$ cat config.mk
export PLATFORM = sky130hd
export DESIGN_NAME = lcsr_top
export DESIGN_NICKNAME = d
export VERILOG_FILES = /design/src/rtl/lcsr_pkg.sv /design/src/rtl/lcsr_field.sv /design/src/rtl/lcsr_status.sv /design/src/rtl/lcsr_rdmux.sv /design/src/rtl/lcsr_top.sv
export SDC_FILE = /design/constraint.sdc
export NUM_CORES = 1
export LEC_CHECK = 0
export BUFFER_PORTS_ARGS = -buffer_cell sky130_fd_sc_hd__buf_2
export CORE_UTILIZATION = 47
export DETAILED_ROUTE_END_ITERATION = 16
export PLACE_DENSITY = 0.77
export SETUP_SLACK_MARGIN = 0.1
export SYNTH_ARGS = -nofsm -noshare
export SYNTH_HDL_FRONTEND = slang
export SYNTH_SLANG_ARGS = --single-unit
$ cat constraint.sdc
create_clock -name clk -period 1.5 [get_ports clk]
set_clock_uncertainty 0.2 [all_clocks]
set_input_delay 0.3 -clock clk [delete_from_list [all_inputs] [get_ports clk]]
set_output_delay 0.3 -clock clk [all_outputs]
set_load 0.01 [all_outputs]
$ cat src/rtl/lcsr_pkg.sv
package lcsr_pkg;
  localparam int BUS_W  = 32;
  localparam int NREG   = 8;
  localparam int IDX_W  = $clog2(NREG);
  localparam int IDX_LSB = 2;
  localparam int STAT_HALF = 8;

  typedef enum logic [IDX_W-1:0] {
    R_CFG   = 3'd0,
    R_STAT  = 3'd1,
    R_DIV   = 3'd2,
    R_PHASE = 3'd3,
    R_IDLY  = 3'd4,
    R_ODLY  = 3'd5,
    R_ALO   = 3'd6,
    R_AHI   = 3'd7
  } reg_idx_e;

  typedef enum logic [1:0] {
    XM_PACKET = 2'b00,
    XM_STREAM = 2'b01,
    XM_AUTO   = 2'b10
  } xfer_mode_e;

  typedef struct packed {
    logic [4:0] pkt_ctrl;
    logic       msb_first;
    logic       ddr_en;
    logic [7:0] flits;
    logic [1:0] mode;
    logic       rx_off;
    logic       tx_off;
  } cfg_t;

  localparam int CFG_W = $bits(cfg_t);
endpackage

$ cat src/rtl/lcsr_field.sv
module lcsr_field #(
  parameter int          W   = 8,
  parameter logic [W-1:0] RST = '0
) (
  input  logic         clk,
  input  logic         rst,
  input  logic         we,
  input  logic [W-1:0] d,
  output logic [W-1:0] q
);
  always_ff @(posedge clk) begin
    if (rst)     q <= RST;
    else if (we) q <= d;
  end


  rst_val_chk: assert property (@(posedge clk) rst |=> q == RST);


  hold_chk: assert property (@(posedge clk) disable iff (rst) !we |=> $stable(q));
endmodule

$ cat src/rtl/lcsr_status.sv
module lcsr_status #(
  parameter int NFLAG = 6
) (
  input  logic             clk,
  input  logic             rst,
  input  logic [NFLAG-1:0] flags_in,
  input  logic             clr_we,
  input  logic [NFLAG-1:0] clr_mask,
  output logic [NFLAG-1:0] sticky_q
);
  for (genvar i = 0; i < NFLAG; i++) begin : g_bit
    always_ff @(posedge clk) begin
      if (rst)              sticky_q[i] <= 1'b0;
      else if (flags_in[i]) sticky_q[i] <= 1'b1;
      else if (clr_we && clr_mask[i]) sticky_q[i] <= 1'b0;
    end
  end


  sticky_set_chk: assert property (@(posedge clk) disable iff (rst)
    (|flags_in) |=> ((sticky_q & $past(flags_in)) == $past(flags_in)));


  sticky_clr_chk: assert property (@(posedge clk) disable iff (rst)
    (clr_we && |(clr_mask & ~flags_in)) |=> ((sticky_q & $past(clr_mask & ~flags_in)) == '0));


  sticky_hold_chk: assert property (@(posedge clk) disable iff (rst)
    !clr_we |=> ((sticky_q & $past(sticky_q)) == $past(sticky_q)));
endmodule

$ cat src/rtl/lcsr_rdmux.sv
module lcsr_rdmux
  import lcsr_pkg::*;
#(
  parameter int NFLAG   = 6,
  parameter int DIV_W   = 8,
  parameter int DELAY_W = 8
) (
  input  logic               clk,
  input  logic               rst,
  input  logic [IDX_W-1:0]   idx,
  input  cfg_t               cfg,
  input  logic [NFLAG-1:0]   live,
  input  logic [NFLAG-1:0]   sticky,
  input  logic [DIV_W-1:0]   div,
  input  logic [BUS_W-1:0]   phase,
  input  logic [DELAY_W-1:0] idly,
  input  logic [DELAY_W-1:0] odly,
  input  logic [BUS_W-1:0]   alo,
  input  logic [BUS_W-1:0]   ahi,
  output logic [BUS_W-1:0]   rd_data
);
  logic [STAT_HALF-1:0] live8, sticky8;
  logic [BUS_W-1:0]     rd_n;

  assign live8   = STAT_HALF'(live);
  assign sticky8 = STAT_HALF'(sticky);

  always_comb begin
    case (reg_idx_e'(idx))
      R_CFG:   rd_n = BUS_W'(cfg);
      R_STAT:  rd_n = BUS_W'({sticky8, live8});
      R_DIV:   rd_n = BUS_W'(div);
      R_PHASE: rd_n = phase;
      R_IDLY:  rd_n = BUS_W'(idly);
      R_ODLY:  rd_n = BUS_W'(odly);
      R_ALO:   rd_n = alo;
      default: rd_n = ahi;
    endcase
  end

  always_ff @(posedge clk) begin
    if (rst) rd_data <= '0;
    else     rd_data <= rd_n;
  end
endmodule

$ cat src/rtl/lcsr_top.sv
module lcsr_top
  import lcsr_pkg::*;
#(
  parameter int ADDR_W  = 6,
  parameter int NFLAG   = 6,
  parameter int DIV_W   = 8,
  parameter int DELAY_W = 8
) (
  input  logic               clk,
  input  logic               rst,
  input  logic [ADDR_W-1:0]  addr,
  input  logic               wr_en,
  input  logic [31:0]        wr_data,
  output logic [31:0]        rd_data,
  input  logic [NFLAG-1:0]   fifo_flags,
  output logic               tx_off,
  output logic               rx_off,
  output logic [1:0]         xfer_mode,
  output logic [7:0]         flits,
  output logic               ddr_en,
  output logic               msb_first,
  output logic [4:0]         pkt_ctrl,
  output logic [DIV_W-1:0]   clk_div,
  output logic [31:0]        clk_phase,
  output logic [DELAY_W-1:0] in_delay,
  output logic [DELAY_W-1:0] out_delay,
  output logic [63:0]        auto_addr
);
  logic [IDX_W-1:0] idx;
  logic [NREG-1:0]  wsel;
  cfg_t             cfg_q;
  logic [NFLAG-1:0] sticky_q;
  logic [BUS_W-1:0] alo_q, ahi_q;

  assign idx = addr[IDX_LSB +: IDX_W];

  for (genvar i = 0; i < NREG; i++) begin : g_wsel
    assign wsel[i] = wr_en && (idx == IDX_W'(i));
  end

  lcsr_field #(.W(CFG_W), .RST('0)) u_cfg (
    .clk(clk), .rst(rst), .we(wsel[R_CFG]), .d(wr_data[CFG_W-1:0]), .q(cfg_q));

  lcsr_field #(.W(DIV_W), .RST({DIV_W{1'b1}})) u_div (
    .clk(clk), .rst(rst), .we(wsel[R_DIV]), .d(wr_data[DIV_W-1:0]), .q(clk_div));

  lcsr_field #(.W(BUS_W), .RST('0)) u_phase (
    .clk(clk), .rst(rst), .we(wsel[R_PHASE]), .d(wr_data), .q(clk_phase));

  lcsr_field #(.W(DELAY_W), .RST('0)) u_idly (
    .clk(clk), .rst(rst), .we(wsel[R_IDLY]), .d(wr_data[DELAY_W-1:0]), .q(in_delay));

  lcsr_field #(.W(DELAY_W), .RST('0)) u_odly (
    .clk(clk), .rst(rst), .we(wsel[R_ODLY]), .d(wr_data[DELAY_W-1:0]), .q(out_delay));

  lcsr_field #(.W(BUS_W), .RST('0)) u_alo (
    .clk(clk), .rst(rst), .we(wsel[R_ALO]), .d(wr_data), .q(alo_q));

  lcsr_field #(.W(BUS_W), .RST('0)) u_ahi (
    .clk(clk), .rst(rst), .we(wsel[R_AHI]), .d(wr_data), .q(ahi_q));

  lcsr_status #(.NFLAG(NFLAG)) u_stat (
    .clk(clk), .rst(rst), .flags_in(fifo_flags),
    .clr_we(wsel[R_STAT]), .clr_mask(wr_data[STAT_HALF +: NFLAG]),
    .sticky_q(sticky_q));

  lcsr_rdmux #(.NFLAG(NFLAG), .DIV_W(DIV_W), .DELAY_W(DELAY_W)) u_rd (
    .clk(clk), .rst(rst), .idx(idx), .cfg(cfg_q), .live(fifo_flags),
    .sticky(sticky_q), .div(clk_div), .phase(clk_phase), .idly(in_delay),
    .odly(out_delay), .alo(alo_q), .ahi(ahi_q), .rd_data(rd_data));

  assign tx_off    = cfg_q.tx_off;
  assign rx_off    = cfg_q.rx_off;
  assign xfer_mode = cfg_q.mode;
  assign flits     = cfg_q.flits;
  assign ddr_en    = cfg_q.ddr_en;
  assign msb_first = cfg_q.msb_first;
  assign pkt_ctrl  = cfg_q.pkt_ctrl;
  assign auto_addr = {ahi_q, alo_q};


  one_write_chk: assert property (@(posedge clk) disable iff (rst) $onehot0(wsel));


  rd_rst_chk: assert property (@(posedge clk) rst |=> rd_data == '0);
endmodule

# Yosys cells after proc, flatten, opt, wreduce, memory -nomap -nowiden
# Index checks and enable logic that the tools add are counted.
[totals]
regBits = 177
inputBits = 47
output_inout_bits = 171
word_cells = 55
[classes]
n_eq_ne = 7
muxes = 13
reduce_logical = 21
[op_table]
columns = ["operator", "count"]
rows = [
  ["$pmux 32 s7", 1],
  ["$logic_and 1x1->1", 14],
  ["$eq 3x3->1 const B", 4],
  ["$mux 1", 12],
  ["$reduce_bool 2->1", 6],
  ["$eq 3x2->1 const B", 2],
  ["$eq 3x1->1 const B", 1],
  ["$logic_not 3->1", 1],
]

# Depth between registers and ports, before layout
[logic_depth]
ltp_word = 5
mapped_depth = 6
ltp_nobuf = 3

# By module
# A second synthesis with hierarchy kept.
[hier_totals]
cells_unflattened = 747
hier_area_um2 = 7344.5
[modules_own_cells]
columns = ["module", "n_inst", "cells_per_inst", "area_per_inst_um2", "seq_area_each_um2"]
rows = [
  ["lcsr_field at u_ahi ...", 3, 103, 1163.6, 640.6],
  ["lcsr_rdmux", 1, 267, 1983.2, 640.6],
  ["lcsr_field at u_cfg", 1, 61, 683.2, 380.4],
  ["lcsr_field at u_idly ...", 2, 26, 285.3, 160.2],
  ["lcsr_field at u_div", 1, 26, 302.8, 160.2],
  ["lcsr_status", 1, 24, 217.7, 120.1],
  ["lcsr_top", 1, 8, 96.3, 0.0],
]

# Worst setup path before layout
# No wires, ideal clock.
[synth_timing]
kind = "input port to flip-flop"
from = "in addr[2]"
to = "reg u_cfg.q[10]"
setup_time_ps = 132
arrival_ps = 1312
required_time_ps = 1168
setup_slack_ps = -144
path_stages = 6
path_buffers = 3
path_cell_list = "buf_6 > or4b_1 > buf_2 > buf_6 > nand2_1 > a21oi_1"
[synth_via]
elab_chain_cells = 2
[synth_lines]
columns = ["element", "line_no", "rtl"]
rows = [
  ["start: declaration", "lcsr_top.sv:11", "input logic [ADDR_W-1:0] addr,"],
  ["$logic_not 3->1", "lcsr_top.sv:38", "assign wsel[i] = wr_en && (idx == IDX_W'(i));"],
  ["$logic_and 1x1->1", "lcsr_top.sv:38", ""],
  ["end signal: assignment", "lcsr_field.sv:12", "if (rst) q <= RST;"],
  ["end signal: assignment", "lcsr_field.sv:13", "else if (we) q <= d;"],
  ["end: declaration", "lcsr_field.sv:9", "output logic [W-1:0] q"],
]
# No other way between the ends.
# A chain may end at the register's enable or synchronous reset.

# Worst setup path in the final report
[layout_timing]
from = "reg u_cfg.q[7]"
to = "out flits[3]"
[layout_lines]
columns = ["element", "line_no", "rtl"]
rows = [
  ["end: declaration", "lcsr_top.sv:19", "output logic [7:0] flits,"],
]
# No word-level cell between the ends.

==> results.cfg <==
[outcome]
run_status = completed

[setup_path]
crit_fanout = 2
critPathArrivalTime_ns = 1.00
critPathLaunchType = register
worst-endpoint-required_ns = 1.00
timing.rr.end = u_rd.rd_data[4]
critPathKind = reg -> out
crit_path_end_kind = primary output
r2r_slack_ns = 0.07
rr_worst_depth = 4
crit-reg2reg-launch = u_cfg.q[4]

[floorplan]
num_rows = 45
core_area_um2 = 15200
top_level_ports = 218
dieArea_um2 = 16000
die_x_um = 127
start_util_pct = 48.0
die_height_um = 127

[synthesis]
synthXorXnorAreaFrac_pct = 0
muxShareOfSynthArea_pct = 2.38
yosys_warnings = 0
synth_top_flop_cell = dfxtp_1
synth.net_count = 948
yosys.cell_types.count = 45
yosysSeqAreaShare_pct = 48.6
synth_compound_gate_area_share_pct = 18.1
synth_top_family_by_area = simple AND/OR/NAND/NOR gates
synthAdderAreaFrac_pct = 0
ys_ff_latch = 177
synth-simple-area-share_pct = 25.0
mappedNetlistArea_um2 = 7300
async_flop_share_pct = 0
synth.avg_cell_area_um2 = 8.10
synthCells = 901
synth_enable_flop_cells = 0

[clock_network]
cts_num_sinks = 177
cts_tree = yes
ctsHtreeMaxLevel = 4
clk_transition_reported_paths_ns = 0.07
clk-insertion-delay-late_ns = 0.44
cts.path.max_buffers = 2
clk_root_buffer_cell = clkbuf_16
cts-buffers-inserted = 17

[power]
cellPowerDensity_nw_per_um2 = 941
p_leak_nw = 5.12
combinational_cell_fraction_of_total_power_pct = 12.7
ir_worst_vdd_mv = 0.860
power.internal_mw = 8.48
p_switching_mw = 2.71
switching_share_of_total_power_pct = 24.2
clockPowerShare_pct = 43.2
power_frac_seq_pct = 44.2
design_power_total_mw = 11.2

[final_layout]
finalNonFillerCells = 1455
nFillCells = 887
post_route_cells_drive_above_1_share_pct = 47.4
nets = 1302
footprint_of_the_multi_input_gates_um2 = 3450
most-common-layout-cells = nand2_1, buf_6, buf_4, dfxtp_2, a21oi_1
flow.area_growth_from_synthesis_pct = 63.1
final_design_area_no_fill_um2 = 11900
sequential_cell_area_um2 = 3750
postLayoutCoreUtil_pct = 78.3
layout.cells.most_common = nand2_1
antenna_cells_inserted = 0

[routing]
via_per_inst = 5.88
first_iter_violations = 970
detail_route.drc_violations = 0
avgRoutedWirePerCell_um = 20.4
drt_wl_total_um = 29700
antenna_violating_nets_post_route = 0
detailroute.via_count = 8554
drt-pass1-iter-count = 6

[flow_run]
max_cap_viol_count = 0

[min_path]
hp-class = in -> reg
hold-path-endpoint = u_rd.rd_data[11]
whs_path_depth = 4
worstHoldStart = rst

[global_routing]
first_global_vias = 7913
globalRouteTotalUtil_pct = 33.4
grt_remaining_overflow = 0
number_of_antenna_violations_at_the_first_check_in_global_routing = 0
grt_first_pass_wirelength_um = 41400
grt_start_max_net_pins = 81

[sta]
report.final.setup_viol = 0
final_period_minus_worst_setup_slack_ns = 1.50
worst_slew_margin_rel_pct = 63.5
max_clock_freq_mhz = 667
final.period_utilization_pct = 99.9
worst_slew_pin_slew_ns = 0.547
whs_ns = 0.139
final-max-slew-violation-count = 0
hold_violations = 0
grt_setup_unrepaired = true

[place]
numPlacedInstances = 1294
io_buffers = 214
place.detailed.hpwl_um = 15700
total_placed_instance_area_um2 = 8950
gp_routability_congestion = 0.868
[stage by stage]
| stage | setup WS [ns] | TNS (ns) |
|---|---|---|
| after floorplan | -0.135 | -1.88 |
| after global placement | -0.322 | -33.53 |
| after detailed placement | -0.377 | -38.56 |
| after CTS | 0.00887 | 0 |
| after global routing | -0.0133 | -0.0210 |
| final | 0.00124 | 0 |
[Yosys cell counts (all sizes together) (4+ instances only)]
cell type | number | area share (%)
nor2b | 9 | 0.77
nor2 | 48 | 2.5
and3b | 18 | 2.2
nand3 | 4 | 0.27
and3 | 6 | 0.51
buf | 43 | 3.4
inv | 13 | 0.67
nand2 | 264 | 14
a21oi | 142 | 9.7
mux2i | 14 | 1.9
dfxtp | 177 | 49
nor3b | 14 | 1.4
a211o | 8 | 0.96
nor3 | 4 | 0.34
clkbuf | 36 | 1.9
o21ai | 17 | 1.2
a21bo | 13 | 1.8
a211oi | 11 | 1.1
o32ai | 12 | 1.4
nor4 | 13 | 1.1
[how the worst max path moves through the flow]
stage | from | to | slack (ns) | cells after the start
floorplan | addr[2] | u_cfg.q[10] | -0.14 | 6
global placement | addr[2] | u_rd.rd_data[0] | -0.32 | 5
detailed placement | addr[2] | u_rd.rd_data[0] | -0.38 | 5
CTS | u_cfg.q[7] | flits[3] | 0.009 | 2
global route | u_cfg.q[7] | flits[3] | -0.01 | 2
finish | u_cfg.q[7] | flits[3] | 0.001 | 2
[cell type report]
| cell class | count | share of cell area, % |
|---|---|---|
| Sequential cell | 177 | 31.5 |
| Timing Repair Buffer | 414 | 31.7 |
| Clock inverter | 8 | 1.27 |
| Tap cell | 188 | 1.98 |
| Inverter | 13 | 0.410 |
| Clock buffer | 23 | 4.10 |
| Multi-Input combinational cell | 632 | 29.0 |
[state kept, by name, indices dropped and copies added, names as in the netlist]
register,flops
u_ahi.q,32
u_alo.q,32
u_phase.q,32
u_rd.rd_data,32
u_cfg.q,19
u_div.q,8
u_idly.q,8
u_odly.q,8
u_stat.sticky_q,6
[routing by layer]
metal | vias to the layer above | global-route usage (%) | wire, um
li1 | 3761 | - | -
met1 | 4006 | 38.4 | 10900
met2 | 622 | 56.1 | 14400
met3 | 165 | 8.39 | 2580
met4 | 0 | 20.6 | 1860
met5 | - | 0 | 0
[power groups by stage]
stage	sequential, mW	combinational [mW]	clock, mW
4_1_cts	4.94	1.25	4.79
3_3_place_gp	5.01	1.02	0
3_5_place_dp	5.02	1.04	0
5_1_grt	4.95	1.50	5.03
2_1_floorplan	5.06	0.545	0
6_report	4.94	1.42	4.83
[timing repair]
item / 4_1_cts / 5_1_grt
setup endpoints to repair: 148 / 184
hold buffers: 38 / 0
gates resized for setup: 264 / 71
endpoints found under the hold margin: 126 / 0
buffers inserted: 53 / 42
pin swaps: 0 / 9
[kinds of logic after synthesis]
| kind of cell | after synthesis |
|---|---|
| buf+inv | 92 |
| mux | 16 |
| simple gates | 397 |
| compound gates | 219 |
| flops | 177 |
[worst max-delay path: stages (launching register included)]
cell and delay [ns]:
dfxtp_2 0.33, buf_6 0.12, buf_6 0.11
No activity file was read; power rests on OpenSTA's default activity.
